### config.mk
export PLATFORM = sky130hd
export DESIGN_NAME = sectioned_reg_access
export DESIGN_NICKNAME = d
export VERILOG_FILES = /design/src/rtl/sra_pkg.sv /design/src/rtl/sra_snapshot.sv /design/src/rtl/sra_reg_bank.sv /design/src/rtl/sra_xfer_fsm.sv /design/src/rtl/sectioned_reg_access.sv
export SDC_FILE = /design/constraint.sdc
export NUM_CORES = 1
export LEC_CHECK = 0
export BUFFER_PORTS_ARGS = -buffer_cell sky130_fd_sc_hd__buf_2
export CELL_PAD_IN_SITES_DETAIL_PLACEMENT = 0
export CELL_PAD_IN_SITES_GLOBAL_PLACEMENT = 2
export CORE_AREA = 2 2 264 266
export CTS_BUF_LIST = sky130_fd_sc_hd__clkbuf_4
export DETAILED_ROUTE_END_ITERATION = 7
export DIE_AREA = 0 0 266 268
export GPL_TIMING_DRIVEN = 0
export PLACE_DENSITY_LB_ADDON = 0.15
export SLEW_MARGIN = 15
export SYNTH_ARGS = -nofsm -noshare
export SYNTH_HDL_FRONTEND = slang
export SYNTH_HIERARCHICAL = 1
export SYNTH_SLANG_ARGS = --single-unit
### constraint.sdc
create_clock -name clk -period 7.35 [get_ports clk]
set_clock_uncertainty 0.05 [all_clocks]
set_input_delay 0.3675 -clock clk [delete_from_list [all_inputs] [get_ports clk]]
set_output_delay 0.3675 -clock clk [all_outputs]
set_load 0.05 [all_outputs]
### src/rtl/sra_pkg.sv
package sra_pkg;
  localparam int DATA_W = 8;
  localparam int NSLOT  = 23;
  localparam int SLOT_W = $clog2(NSLOT);

  typedef logic [7:0] addr_t;
  typedef enum logic [2:0] {ST_IDLE, ST_DEV, ST_WORD, ST_WDATA, ST_RDATA} xfer_st_e;

  localparam addr_t A_TK_HI  = 8'h07;
  localparam addr_t A_STAT   = 8'h08;
  localparam addr_t A_CTL0   = 8'h0C;
  localparam addr_t A_CTL1   = 8'h13;
  localparam addr_t A_DST_LO = 8'h15;
  localparam addr_t A_DST_HI = 8'h1C;
  localparam addr_t A_ALM_LO = 8'h1D;
  localparam addr_t A_ALM_HI = 8'h28;

  function automatic logic in_tk(addr_t a);
    return a <= A_TK_HI;
  endfunction

  function automatic logic in_dst(addr_t a);
    return (a >= A_DST_LO) && (a <= A_DST_HI);
  endfunction

  function automatic logic in_alm(addr_t a);
    return (a >= A_ALM_LO) && (a <= A_ALM_HI);
  endfunction

  function automatic addr_t sec_lo(addr_t a);
    if (in_tk(a))  return 8'h00;
    if (in_dst(a)) return A_DST_LO;
    if (in_alm(a)) return A_ALM_LO;
    return a;
  endfunction

  function automatic addr_t sec_hi(addr_t a);
    if (in_tk(a))  return A_TK_HI;
    if (in_dst(a)) return A_DST_HI;
    if (in_alm(a)) return A_ALM_HI;
    return a;
  endfunction

  // section identity: the two control registers share one tag
  function automatic addr_t sec_tag(addr_t a);
    if (a == A_CTL1) return A_CTL0;
    return sec_lo(a);
  endfunction

  function automatic addr_t next_addr(addr_t a);
    if (a == A_CTL0) return A_CTL1;
    if (a == A_CTL1) return A_CTL0;
    if (a == sec_hi(a)) return sec_lo(a);
    return a + 8'd1;
  endfunction

  function automatic logic is_stored(addr_t a);
    return (a == A_STAT) || (a == A_CTL0) || (a == A_CTL1) || in_dst(a) || in_alm(a);
  endfunction

  function automatic logic [SLOT_W-1:0] slot_of(addr_t a);
    if (a == A_STAT) return SLOT_W'(0);
    if (a == A_CTL0) return SLOT_W'(1);
    if (a == A_CTL1) return SLOT_W'(2);
    if (in_dst(a))   return SLOT_W'(a - A_DST_LO + 8'd3);
    if (in_alm(a))   return SLOT_W'(a - A_ALM_LO + 8'd11);
    return SLOT_W'(0);
  endfunction

  function automatic addr_t addr_of_slot(int s);
    if (s == 0) return A_STAT;
    if (s == 1) return A_CTL0;
    if (s == 2) return A_CTL1;
    if (s < 11) return A_DST_LO + 8'(s - 3);
    return A_ALM_LO + 8'(s - 11);
  endfunction

  function automatic logic [7:0] wmask(addr_t a);
    case (a)
      A_STAT:  return 8'hB1;
      A_CTL0:  return 8'hF3;
      A_CTL1:  return 8'hC0;
      default: return is_stored(a) ? 8'hFF : 8'h00;
    endcase
  endfunction

  function automatic logic [7:0] dflt(addr_t a);
    addr_t off;
    if (a == A_STAT || a == A_CTL0) return 8'h01;
    if (in_dst(a)) begin
      case (a - A_DST_LO)
        8'd0:    return 8'h04;
        8'd3:    return 8'h02;
        8'd4:    return 8'h10;
        8'd7:    return 8'h02;
        8'd2:    return 8'h01;
        8'd6:    return 8'h01;
        default: return 8'h00;
      endcase
    end
    if (in_alm(a)) begin
      off = (a >= A_ALM_LO + 8'd6) ? a - A_ALM_LO - 8'd6 : a - A_ALM_LO;
      return (off == 8'd3 || off == 8'd4) ? 8'h01 : 8'h00;
    end
    return 8'h00;
  endfunction
endpackage

### src/rtl/sra_snapshot.sv
module sra_snapshot #(
  parameter int NBYTE = 8,
  localparam int IDX_W = $clog2(NBYTE)
) (
  input  logic                 clk,
  input  logic                 rst_n,
  input  logic                 cap_i,
  input  logic [NBYTE*8-1:0]   time_i,
  input  logic [IDX_W-1:0]     sel_i,
  output logic [7:0]           byte_o
);
  logic [NBYTE*8-1:0] held_q;
  logic [7:0]         lane [NBYTE];

  always_ff @(posedge clk) begin
    if (!rst_n)     held_q <= '0;
    else if (cap_i) held_q <= time_i;
  end

  for (genvar g = 0; g < NBYTE; g++) begin : g_lane
    assign lane[g] = held_q[g*8 +: 8];
  end

  assign byte_o = lane[sel_i];

  AST_SNAP_HOLDS: assert property (@(posedge clk) disable iff (!rst_n)
    !cap_i |=> $stable(held_q));
endmodule

### src/rtl/sra_reg_bank.sv
module sra_reg_bank
  import sra_pkg::*;
#(
  parameter int WE_BIT = 6
) (
  input  logic  clk,
  input  logic  rst_n,
  input  logic  we_i,
  input  addr_t waddr_i,
  input  logic [7:0] wdata_i,
  input  addr_t raddr_i,
  output logic [7:0] rdata_o,
  output logic  wrtc_o
);
  logic [7:0] mem [NSLOT];
  logic       hit_w;

  assign hit_w = we_i && is_stored(waddr_i);

  always_ff @(posedge clk) begin
    if (!rst_n) begin
      for (int s = 0; s < NSLOT; s++) mem[s] <= dflt(addr_of_slot(s));
    end else if (hit_w) begin
      mem[slot_of(waddr_i)] <= wdata_i & wmask(waddr_i);
    end
  end

  assign rdata_o = is_stored(raddr_i) ? mem[slot_of(raddr_i)] : 8'h00;
  assign wrtc_o  = mem[slot_of(A_CTL0)][WE_BIT];

  AST_MASKED_BITS_ZERO: assert property (@(posedge clk) disable iff (!rst_n)
    (rdata_o & ~wmask(raddr_i)) == 8'h00);
endmodule

### src/rtl/sra_xfer_fsm.sv
module sra_xfer_fsm
  import sra_pkg::*;
#(
  parameter logic [6:0] DEV_ID    = 7'h6F,
  parameter addr_t      ADDR_LAST = 8'h47,
  parameter int         TK_BYTES  = 8,
  localparam int        IDX_W     = $clog2(TK_BYTES)
) (
  input  logic             clk,
  input  logic             rst_n,
  input  logic             start_i,
  input  logic             stop_i,
  input  logic             rx_valid_i,
  input  logic [7:0]       rx_byte_i,
  input  logic             tx_req_i,
  input  logic             wrtc_i,
  output logic             ack_o,
  output addr_t            ptr_o,
  output logic             wr_evt_o,
  output logic             rd_evt_o,
  output logic             snap_evt_o,
  output logic             time_we_o,
  output logic [IDX_W-1:0] time_idx_o,
  output logic [7:0]       time_wdata_o
);
  xfer_st_e st_q;
  addr_t    ptr_q;
  logic     quiet_w, byte_w, dev_hit_w, adv_evt_w;

  assign quiet_w    = !start_i && !stop_i;
  assign byte_w     = quiet_w && rx_valid_i;
  assign dev_hit_w  = rx_byte_i[7:1] == DEV_ID;
  assign wr_evt_o   = byte_w && (st_q == ST_WDATA);
  assign rd_evt_o   = quiet_w && !rx_valid_i && tx_req_i && (st_q == ST_RDATA);
  assign snap_evt_o = byte_w && (st_q == ST_DEV) && dev_hit_w && rx_byte_i[0]
                      && (in_tk(ptr_q) || in_alm(ptr_q));
  assign adv_evt_w  = wr_evt_o || rd_evt_o;
  assign ptr_o      = ptr_q;

  always_ff @(posedge clk) begin
    if (!rst_n) begin
      st_q         <= ST_IDLE;
      ptr_q        <= '0;
      ack_o        <= 1'b0;
      time_we_o    <= 1'b0;
      time_idx_o   <= '0;
      time_wdata_o <= '0;
    end else begin
      time_we_o <= 1'b0;
      if (start_i) begin
        st_q  <= ST_DEV;
        ack_o <= 1'b0;
      end else if (stop_i) begin
        st_q <= ST_IDLE;
      end else if (rx_valid_i) begin
        case (st_q)
          ST_DEV: begin
            ack_o <= dev_hit_w;
            if (!dev_hit_w)        st_q <= ST_IDLE;
            else if (rx_byte_i[0]) st_q <= ST_RDATA;
            else                   st_q <= ST_WORD;
          end
          ST_WORD: begin
            if (rx_byte_i <= ADDR_LAST) begin
              ack_o <= 1'b1;
              ptr_q <= rx_byte_i;
              st_q  <= ST_WDATA;
            end else begin
              ack_o <= 1'b0;
              st_q  <= ST_IDLE;
            end
          end
          ST_WDATA: begin
            ack_o <= 1'b1;
            ptr_q <= next_addr(ptr_q);
            if (in_tk(ptr_q) && wrtc_i) begin
              time_we_o    <= 1'b1;
              time_idx_o   <= ptr_q[IDX_W-1:0];
              time_wdata_o <= rx_byte_i;
            end
          end
          default: ack_o <= 1'b0;
        endcase
      end else if (rd_evt_o) begin
        ptr_q <= next_addr(ptr_q);
      end
    end
  end

  AST_PTR_IN_RANGE: assert property (@(posedge clk) disable iff (!rst_n)
    ptr_q <= ADDR_LAST);
  AST_ADV_STAYS_IN_SECTION: assert property (@(posedge clk) disable iff (!rst_n)
    adv_evt_w |=> sec_tag(ptr_q) == sec_tag($past(ptr_q)));
  AST_FOREIGN_NACK: assert property (@(posedge clk) disable iff (!rst_n)
    (byte_w && st_q == ST_DEV && !dev_hit_w) |=> !ack_o);
  AST_DATA_ACKED: assert property (@(posedge clk) disable iff (!rst_n)
    wr_evt_o |=> ack_o);
endmodule

### src/rtl/sectioned_reg_access.sv
module sectioned_reg_access
  import sra_pkg::*;
#(
  parameter logic [6:0] DEV_ID    = 7'h6F,
  parameter logic [7:0] ADDR_LAST = 8'h47,
  parameter int         WE_BIT    = 6,
  parameter int         TK_BYTES  = 8,
  localparam int        IDX_W     = $clog2(TK_BYTES)
) (
  input  logic                  clk,
  input  logic                  rst_n,
  input  logic                  start_i,
  input  logic                  stop_i,
  input  logic                  rx_valid_i,
  input  logic [7:0]            rx_byte_i,
  input  logic                  tx_req_i,
  output logic [7:0]            tx_byte_o,
  output logic                  ack_o,
  input  logic [TK_BYTES*8-1:0] time_in,
  output logic                  time_we_o,
  output logic [IDX_W-1:0]      time_idx_o,
  output logic [7:0]            time_wdata_o
);
  addr_t      ptr_w;
  logic       wr_evt_w, rd_evt_w, snap_evt_w, wrtc_w;
  logic [7:0] bank_rd_w, snap_rd_w, rd_byte_w;

  sra_xfer_fsm #(.DEV_ID(DEV_ID), .ADDR_LAST(ADDR_LAST), .TK_BYTES(TK_BYTES)) u_fsm (
    .clk(clk), .rst_n(rst_n), .start_i(start_i), .stop_i(stop_i),
    .rx_valid_i(rx_valid_i), .rx_byte_i(rx_byte_i), .tx_req_i(tx_req_i),
    .wrtc_i(wrtc_w), .ack_o(ack_o), .ptr_o(ptr_w), .wr_evt_o(wr_evt_w),
    .rd_evt_o(rd_evt_w), .snap_evt_o(snap_evt_w), .time_we_o(time_we_o),
    .time_idx_o(time_idx_o), .time_wdata_o(time_wdata_o)
  );

  sra_reg_bank #(.WE_BIT(WE_BIT)) u_bank (
    .clk(clk), .rst_n(rst_n), .we_i(wr_evt_w), .waddr_i(ptr_w),
    .wdata_i(rx_byte_i), .raddr_i(ptr_w), .rdata_o(bank_rd_w), .wrtc_o(wrtc_w)
  );

  sra_snapshot #(.NBYTE(TK_BYTES)) u_snap (
    .clk(clk), .rst_n(rst_n), .cap_i(snap_evt_w), .time_i(time_in),
    .sel_i(ptr_w[IDX_W-1:0]), .byte_o(snap_rd_w)
  );

  assign rd_byte_w = in_tk(ptr_w) ? snap_rd_w : bank_rd_w;

  always_ff @(posedge clk) begin
    if (!rst_n)        tx_byte_o <= 8'h00;
    else if (rd_evt_w) tx_byte_o <= rd_byte_w;
  end

  AST_TIME_WE_GATED: assert property (@(posedge clk) disable iff (!rst_n)
    time_we_o |-> $past(wrtc_w));
  AST_TX_ONLY_ON_READ: assert property (@(posedge clk) disable iff (!rst_n)
    !rd_evt_w |=> $stable(tx_byte_o));
endmodule

==> summary.json, run 1 <==
{
  "run_status": "complete, no violations",
  "num_vias": 13000,
  "final_cell_area_sq_um": 20700,
  "drive_gt1_share_pct": 20.2,
  "actual_transition_at_the_worst_max_transition_pin_ns": 1.09,
  "cts_buffers": 104,
  "ctsHtreeMaxLevel": 3,
  "portBuffers": 98,
  "critical-path-max-stage-delay_ns": 0.67,
  "clk-insertion-delay-late_ns": 0.84,
  "fp-row-count": 96,
  "synth_top_area_cell": "edfxtp_1",
  "setup-violations-final": 0,
  "weighted_congestion_reported_at_the_end_of_routability_driven_placement": 0.862,
  "worst_path_max_delay_cell": "clkbuf_1",
  "synth_compound_gate_area_share_pct": 11.2,
  "achievable-frequency_mhz": 207,
  "average_cell_area_after_synthesis_sq_um": 11.5,
  "post_synth_simple_gate_area_pct": 15.3,
  "first_pass_grt_wire_length_um": 92800,
  "ys.flop_type": "edfxtp_1",
  "io-pin-count": 99,
  "synth_nets": 1552,
  "final_hold_viol_count": 0,
  "grt_antenna_before_repair": 3,
  "synth.ff_latch_count": 352,
  "synth_top_family_by_area": "simple AND/OR/NAND/NOR gates",
  "floorplan.die.height_um": 268,
  "floorplan.core_area_sq_um": 68200,
  "adder_cell_share_of_the_synthesized_area_pct": 0.443,
  "postRouteAntennaNets": 0,
  "endpoint_kind": "register",
  "power-per-cell-area_nw_per_um2": 205,
  "max-vdd-ir-drop_v": 0.0000918,
  "path_max_fanout": 13,
  "arrival_ns": 5.49,
  "floorplan.die.width_um": 266,
  "cts_root_buf": "clkbuf_4",
  "path_cells": "clkbuf_1, o21ai_0, nand3b_1, o21a_1, clkbuf_1, clkbuf_1, clkbuf_1, a211oi_1, o31ai_1, o21ai_0, o21ai_1, a21oi_1",
  "totalNegativeSetupSlack_ns": 0,
  "grt_start_max_net_pins": 19,
  "cts_tree": "yes",
  "cts_num_sinks": 352,
  "track_usage_pct": 18.1,
  "cpMostUsedCell": "clkbuf_1",
  "synthesis.yosys.warnings": 6,
  "synth.area.top_cells": "edfxtp_1, dfxtp_1, mux2i_1",
  "hold_buffer_count_at_cts": 77,
  "fraction_of_synthesized_area_in_multiplexers_pct": 11.4,
  "route.final.wire_length_um": 64200,
  "synthXorXnorAreaFrac_pct": 0.258,
  "fp.dieArea_sq_um": 71300,
  "fin_crit_sh_pct": 65.8,
  "cts.clk_slew.worst_paths_ns": 0.07,
  "crit_required_ns": 8.00,
  "edff_count_synth": 256,
  "avgViaCountPerCell": 4.80,
  "synth.cell_area_sq_um": 16900,
  "worstSetupStartpointType": "register",
  "yosysSeqAreaShare_pct": 56.7,
  "grt_setup_unrepaired": "false",
  "timing.max_slew.rel_slack_pct": 26.9,
  "grt_pass1_vias": 13400,
  "drt_drc_violations_left": 0,
  "distinct_cell_type_count_of_the_synthesized_netlist": 85,
  "cts.repair.resized": 0,
  "drt-pass1-iter-count": 5,
  "type_of_the_tightest_min_delay_check": "input port to register",
  "yosys.area.top_type_share_pct": 45.4,
  "max_cap_viol_count": 0,
  "initial_standard_cell_utilization_of_the_core_pct": 24.8,
  "post-cts-setup-buffers": 0,
  "nets": 1834,
  "synth-async-reset-ratio_pct": 0,
  "total_cell_area_at_the_placement_stage_sq_um": 18600,
  "timing_worst_setup_path_type": "register to register",
  "grt.overflow.total": 0,
  "route.detailed.wl_per_inst_um": 23.6,
  "slew_violations": 0,
  "static_leakage_power_nw": 7.14,
  "hpwl_um": 45000,
  "layout_min_cycle_time_ns": 4.84,
  "drt_iter0_markers": 868,
  "synthesis_to_finish_area_growth_pct": 22.0,
  "synth_cells": 1468,
  "cts-root-to-sink-buffers": 3
}
stage by stage:
step	util, %	setup WS (ns)	hold slack [ns]	power [W]	std cells
6_report	30.3	2.51	0.221	0.00424	2719
5_1_grt	30.3	2.08	0.185	0.00444	2718
4_1_cts	30.3	2.50	0.119	0.00433	2717
3_5_place_dp	27.2	2.55	0.398	0.00234	2449
3_3_place_gp	27.2	2.62	0.391	0.00234	2448
2_1_floorplan	-	4.42	0.397	0.00227	1468
worst paths after layout:
path	slack (ns)	from	cells past startpoint	endpoint
max	2.51	u_fsm/ptr_o[2]	12	tx_byte_o[1]
min	0.22	tx_req_i	4	tx_byte_o[4]
max reg2reg	2.51	u_fsm/ptr_o[2]	12	tx_byte_o[1]
min reg2reg	0.40	u_fsm/time_wdata_o[0]	2	u_fsm/time_wdata_o[0]
layout by cell type (no fill, tap or decap), drive strengths merged, types with 35 or more instances in the layout:
| cell type | netlist | final |
|---|---|---|
| a211oi | 35 | 35 |
| buf | 53 | 152 |
| nor2 | 204 | 204 |
| inv | 50 | 54 |
| a21oi | 35 | 35 |
| mux4 | 38 | 38 |
| nor2b | 72 | 72 |
| dfxtp | 96 | 96 |
| dlygate4sd3 | 0 | 77 |
| clkbuf | 55 | 210 |
| o21ai | 41 | 41 |
| nand2 | 162 | 162 |
| mux2i | 89 | 89 |
| edfxtp | 256 | 256 |
area by class of cell:
cell class                 count  area, sq um
clock inverter                36          180
fill                        7188        47500
antenna                        2         5.00
multi-input combinational    957         6560
clock buffer                 155         1160
inverter                      51          191
tap                          882         1100
sequential                   352         9610
buffer                       108          602
timing repair buffer         176         1270
sequential cells by signal, summed over array words and instances, names as in the netlist:
signal	cells
u_snap/held_q	64
u_fsm/ack_o	1
tx_byte_o	8
u_fsm/time_wdata_o	8
u_fsm/ptr_o	8
u_fsm/time_idx_o	3
u_fsm/st_q	3
u_fsm/time_we_o	1
u_bank/mem	256
synthesized netlist by cell type, types with 10 or more instances:
master       n
edfxtp_1   256
nor2_1     204
nand2_1    159
dfxtp_1     96
mux2i_1     89
nor2b_1     72
clkbuf_1    55
inv_1       50
a211oi_1    35
a21oi_1     30
buf_2       30
o211ai_1    29
o21ai_0     29
nand3_1     27
and3_1      24
mux4_1      24
o2111ai_1   20
a31oi_1     14
mux4_2      14
nor3_1      10
metal layers:
layer	track usage [%]	routed length (um)	up-vias
met5	0	27	-
met4	6.54	1650	4
met3	3.53	3560	99
met2	30.1	30800	368
met1	23.5	28100	6486
li1	-	-	6083
logic make-up (layout without fill, tap and decap cells):
kind of cell	after synthesis	after routing
adder cells (fa/ha/maj)	6	6
buffers and inverters	159	526
XOR/XNOR	5	5
flip-flops	352	352
multiplexers	136	136
AND/OR/NAND/NOR	553	553
other	0	2
AO/OA/AOI/OAI	257	257
critical path, delay by kind of cell, from the launching register on:
family	cells	cell delay, ns
flops	1	0.65
simple gates	1	0.23
buf+inv	4	2.24
compound gates	7	1.51
power breakdown:
| group | internal, W | total (W) | switching (W) |
|---|---|---|---|
| combinational | 0.0000674 | 0.000144 | 0.0000766 |
| clock | 0.00100 | 0.00191 | 0.000909 |
| sequential | 0.00217 | 0.00218 | 0.0000181 |
Note: power is estimated with default switching activity, not from simulation.
==> run 2, diff against run 1 <==
- clock period: 7.35 -> 4.9 ns (I/O delays scaled with it)
==> run 2 against run 1 <==
Compared with the run above: count of clock-buffer cells in the layout unchanged; combinational power up 52%; power up 50%; hold slack worse by 0.084 ns; design area is 0.45% higher; highest routed layer unchanged; wire length about the same; sequential cell count is the same; maximum frequency up 5.0%; clock power rose by 50%; core utilization rose by 0.14 points; largest power group unchanged.
==> summary.json, run 2 (synthesis gave the netlist of run 1 again) <==
{
  "top_regs": "u_bank/mem: 256 flops, u_snap/held_q: 64 flops",
  "internal_power_component_w": 0.00485,
  "finalCoreUtilization_pct": 30.5,
  "drt-pass1-iter-count": 5,
  "portBuffers": 98,
  "final_hold_viol_count": 0,
  "postRouteAntennaNets": 0,
  "cts_root_buf": "clkbuf_4",
  "grt_antenna_before_repair": 3,
  "p_seq_share_pct": 51.5,
  "crit_required_ns": 5.55,
  "arrival_ns": 5.26,
  "largest_register": "u_bank/mem",
  "floorplan.die.width_um": 266,
  "worstSetupStartpointType": "register",
  "nets": 1843,
  "clk-insertion-delay-late_ns": 0.83,
  "fp.dieArea_sq_um": 71300,
  "timing_worst_setup_path_type": "register to register",
  "max_cap_viol_count": 0,
  "power.net_switching_w": 0.00151,
  "final_common_cell": "edfxtp_1",
  "max-vdd-ir-drop_v": 0.000139,
  "endpoint_kind": "register",
  "drive_gt1_share_pct": 20.2,
  "num_vias": 13000,
  "layout_min_cycle_time_ns": 4.61,
  "slew_violations": 0,
  "run_status": "complete, no violations",
  "most-common-layout-cells": "edfxtp_1, nor2_1, nand2_1",
  "sw_frac_of_total_pct": 23.7,
  "grt.overflow.total": 0,
  "route.detailed.wl_per_inst_um": 23.5,
  "share_clk_of_total_power_pct": 45.0,
  "static_leakage_power_nw": 7.20,
  "grt_start_max_net_pins": 19,
  "totalNegativeSetupSlack_ns": 0,
  "timing.max_slew.rel_slack_pct": 26.9,
  "cts_num_sinks": 352,
  "p_comb_share_pct": 3.5,
  "cts.clk_slew.worst_paths_ns": 0.07,
  "worst-r2r-setup-slack_ns": 0.29,
  "track_usage_pct": 18.1,
  "setup-violations-final": 0,
  "avgViaCountPerCell": 4.78,
  "type_of_the_tightest_min_delay_check": "input port to register",
  "ctsHtreeMaxLevel": 3,
  "floorplan.core_area_sq_um": 68200,
  "achievable-frequency_mhz": 217,
  "grt_pass1_vias": 13500,
  "fp-row-count": 96,
  "actual_transition_at_the_worst_max_transition_pin_ns": 1.09,
  "io-pin-count": 99,
  "route.final.wire_length_um": 64200,
  "hpwl_um": 45000,
  "first_pass_grt_wire_length_um": 92900,
  "initial_standard_cell_utilization_of_the_core_pct": 24.8,
  "worstRegToRegCells": 12,
  "floorplan.die.height_um": 268,
  "cts_buffers": 104,
  "largest_reg_flops": 256,
  "synthesis_to_finish_area_growth_pct": 22.6,
  "drt_iter0_markers": 777,
  "worst_hold_path.num_cells": 4,
  "drt_drc_violations_left": 0,
  "power-per-cell-area_nw_per_um2": 306,
  "weighted_congestion_reported_at_the_end_of_routability_driven_placement": 0.862,
  "cts-root-to-sink-buffers": 3,
  "grt_setup_unrepaired": "false",
  "path_max_fanout": 11,
  "fin_crit_sh_pct": 94.1,
  "cts_tree": "yes"
}
## run 2: cell count changes in the layout (fill, tap and decap cells not counted)
cell	before	now
clkbuf_1	55	53
dlygate4sd3_1	77	86
clkbuf_2	0	2
## run 2: per-layer routing
layer / routed length, um / GRT usage, % / vias up
met2: 30900 / 30.1 / 376
met3: 3490 / 3.53 / 95
li1: - / - / 6105
met1: 28100 / 23.4 / 6463
met4: 1620 / 6.59 / 4
met5: 27 / 0 / -
## run 2: through the flow
| step | cells | cell area, sq um | setup WS (ns) | power, W | hold WS, ns |
|---|---|---|---|---|---|
| after floorplan | 1468 | 16900 | 1.97 | 0.00341 | 0.274 |
| after global placement | 2448 | 18500 | 0.167 | 0.00351 | 0.391 |
| after detailed placement | 2449 | 18600 | 0.0968 | 0.00351 | 0.398 |
| after CTS | 2726 | 20800 | 0.0481 | 0.00650 | 0.00903 |
| after global routing | 2727 | 20800 | 0.00632 | 0.00667 | 0.0921 |
| final | 2728 | 20800 | 0.291 | 0.00636 | 0.137 |
## run 2: what timing repair did
item                                    in CTS  in global routing
hold buffers                                86                  0
gates resized for setup                      0                  4
endpoints found under the setup margin       0                  7
buffers inserted                             0                  0
hold endpoints to repair                   114                  0
## run 2: final cells by class
cell class | instances | area (sq um)
clock buffer | 155 | 1160
buffer | 108 | 604
sequential | 352 | 9610
inverter | 51 | 191
fill | 7184 | 47500
antenna | 2 | 5.00
clock inverter | 36 | 180
multi-input combinational | 957 | 6560
tap | 882 | 1100
timing repair buffer | 185 | 1360
## run 2: critical path, stage by stage (launching register included)
cell and delay (ns):
dfxtp_1 0.66, buf_2 0.30, nor4b_1 0.09, nand4b_1 0.38, o21a_1 0.34, buf_2 0.35
buf_2 0.43, clkbuf_1 0.58, a211oi_1 0.19, o31ai_1 0.50, o21ai_0 0.32, o21ai_1 0.20
a21oi_1 0.08
## run 2: power by group through the flow
stage | registers, W | logic (W) | clock network [W]
global route | 0.00328 | 0.000238 | 0.00315
global placement | 0.00334 | 0.000173 | 0
CTS | 0.00328 | 0.000223 | 0.00300
detailed placement | 0.00334 | 0.000172 | 0
finish | 0.00328 | 0.000219 | 0.00286
floorplan | 0.00332 | 0.0000837 | 0
## run 2: worst paths after layout
| path | from | endpoint |
|---|---|---|
| worst max-delay path | u_fsm/ptr_o[0] | tx_byte_o[1] |
| worst min-delay path | time_in[17] | u_snap/held_q[17] |
| worst max register to register | u_fsm/ptr_o[0] | tx_byte_o[1] |
| worst min register to register | u_fsm/time_wdata_o[0] | u_fsm/time_wdata_o[0] |
==> run 3, diff against run 2 <==
- clock period: 4.9 -> 5.4 ns (I/O delays scaled with it)
==> run 3 against run 2 <==
Compared with the run above: final cell count is 0.11% lower; maximum frequency is 4.2% lower; sequential share of layout area is 0.072 points higher; core utilization hardly changed; critical path type unchanged; critical endpoint unchanged; largest cell class unchanged; largest power group unchanged; highest routed layer unchanged.
==> summary.json, run 3 (synthesis gave the netlist of run 1 again) <==
{
  "run_status": "complete, no violations",
  "drive_gt1_share_pct": 20.2,
  "final_common_cell": "edfxtp_1",
  "grt_pass1_vias": 13500,
  "cts_buffers": 104,
  "avgViaCountPerCell": 4.78,
  "first_pass_grt_wire_length_um": 92900,
  "achievable-frequency_mhz": 208,
  "max_cap_viol_count": 0,
  "timing_worst_setup_path_type": "register to register",
  "path_max_fanout": 13,
  "worstSetupStartpointType": "register",
  "endpoint_of_the_most_critical_register_to_register_path": "tx_byte_o[1]",
  "totalNegativeSetupSlack_ns": 0,
  "weighted_congestion_reported_at_the_end_of_routability_driven_placement": 0.862,
  "cts_num_sinks": 352,
  "total_cell_area_at_the_placement_stage_sq_um": 18600,
  "floorplan.die.height_um": 268,
  "finalCoreUtilization_pct": 30.4,
  "cts_tree": "yes",
  "setup-violations-final": 0,
  "cts_root_buf": "clkbuf_4",
  "postRouteAntennaNets": 0,
  "cts-root-to-sink-buffers": 3,
  "power-per-cell-area_nw_per_um2": 278,
  "fp.dieArea_sq_um": 71300,
  "num_vias": 13000,
  "worst_path_max_delay_cell": "dfxtp_1",
  "cp-endpoint": "tx_byte_o[1]",
  "nets": 1840,
  "floorplan.core_area_sq_um": 68200,
  "synthesis_to_finish_area_growth_pct": 22.4,
  "endpoint_kind": "register",
  "track_usage_pct": 18.1,
  "arrival_ns": 5.46,
  "initial_standard_cell_utilization_of_the_core_pct": 24.8,
  "portBuffers": 98,
  "cpMostUsedCell": "clkbuf_1",
  "cts.clk_slew.worst_paths_ns": 0.07,
  "grt_setup_unrepaired": "false",
  "io-pin-count": 99,
  "static_leakage_power_nw": 7.18,
  "worst-r2r-setup-slack_ns": 0.59,
  "final_cell_area_sq_um": 20700,
  "clk-insertion-delay-late_ns": 0.84,
  "final_hold_viol_count": 0,
  "worstRegToRegCells": 12,
  "totalPowerFinal_w": 0.00577,
  "top_regs": "u_bank/mem: 256 flops, u_snap/held_q: 64 flops",
  "slew_violations": 0,
  "hpwl_um": 45000,
  "most-common-layout-cells": "edfxtp_1, nor2_1, nand2_1",
  "ctsHtreeMaxLevel": 3,
  "drt_iter0_markers": 865,
  "setup.worst_path.start": "u_fsm/ptr_o[2]",
  "grt_antenna_before_repair": 3,
  "timing.max_slew.rel_slack_pct": 27.2,
  "route.detailed.wl_per_inst_um": 23.5,
  "grt_start_max_net_pins": 19,
  "drt-pass1-iter-count": 5,
  "route.final.wire_length_um": 64100,
  "rr_startpoint": "u_fsm/ptr_o[2]",
  "largest_reg_flops": 256,
  "floorplan.die.width_um": 266,
  "drt_drc_violations_left": 0,
  "path_cells": "clkbuf_1, o21ai_0, nand3b_1, o21a_1, clkbuf_1, clkbuf_1, clkbuf_1, a211oi_1, o31ai_1, o21ai_0, o21ai_1, a21oi_1",
  "type_of_the_tightest_min_delay_check": "input port to register",
  "crit_required_ns": 6.05,
  "actual_transition_at_the_worst_max_transition_pin_ns": 1.09,
  "fp-row-count": 96,
  "layout_min_cycle_time_ns": 4.81,
  "largest_register": "u_bank/mem",
  "fin_crit_sh_pct": 89.1,
  "critical-path-max-stage-delay_ns": 0.67,
  "max-vdd-ir-drop_v": 0.000127,
  "grt.overflow.total": 0
}
[run 3: through the flow]
stage	worst slack (ns)	cells	hold slack, ns
6_report	0.589	2725	0.121
4_1_cts	0.548	2723	0.0211
3_5_place_dp	0.597	2449	0.398
3_3_place_gp	0.667	2448	0.391
5_1_grt	0.130	2724	0.0878
2_1_floorplan	2.47	1468	0.299
[run 3: area by class of cell]
type                       count  area, sq um
tap                          882         1100
timing repair buffer         182         1330
buffer                       108          602
fill                        7188        47500
clock buffer                 155         1160
clock inverter                36          180
multi-input combinational    957         6560
sequential                   352         9610
inverter                      51          191
antenna                        2         5.00
[run 3: critical path: cells and delay by family, from the launching register on]
| kind | cells | cell delay (ns) |
|---|---|---|
| and+or+nand+nor | 1 | 0.22 |
| DFF | 1 | 0.67 |
| AOI/OAI and AO/OA | 7 | 1.48 |
| buffers and inverters | 4 | 2.23 |
[run 3: worst min-delay path by stage]
stage                     cells past startpoint                  start                     to
after floorplan                               1                start_i            u_fsm/ack_o
after global placement                        2  u_fsm/time_wdata_o[3]  u_fsm/time_wdata_o[3]
after detailed placement                      2  u_fsm/time_wdata_o[1]  u_fsm/time_wdata_o[1]
after CTS                                     4               tx_req_i           tx_byte_o[1]
after global routing                          4               tx_req_i           tx_byte_o[1]
final                                         4               tx_req_i           tx_byte_o[4]
[run 3: layer usage]
layer / GRT usage (%) / up-vias / share of wire, %
li1: - / 6089 / -
met1: 23.4 / 6478 / 44
met2: 30.1 / 365 / 48
met3: 3.53 / 99 / 5.3
met4: 6.59 / 4 / 2.6
met5: 0 / - / 0.042
[run 3: power breakdown]
group	switching [W]	total, W	internal, W
Clock	0.00124	0.00260	0.00136
Sequential	0.0000248	0.00297	0.00295
Combinational	0.000105	0.000197	0.0000926
Total	0.00137	0.00577	0.00440
[run 3: what timing repair did]
action	4_1_cts	5_1_grt
hold buffers	83	0
resized for setup	0	0
hold endpoints to repair	112	0
buffers inserted	0	0
setup endpoints to repair	0	0
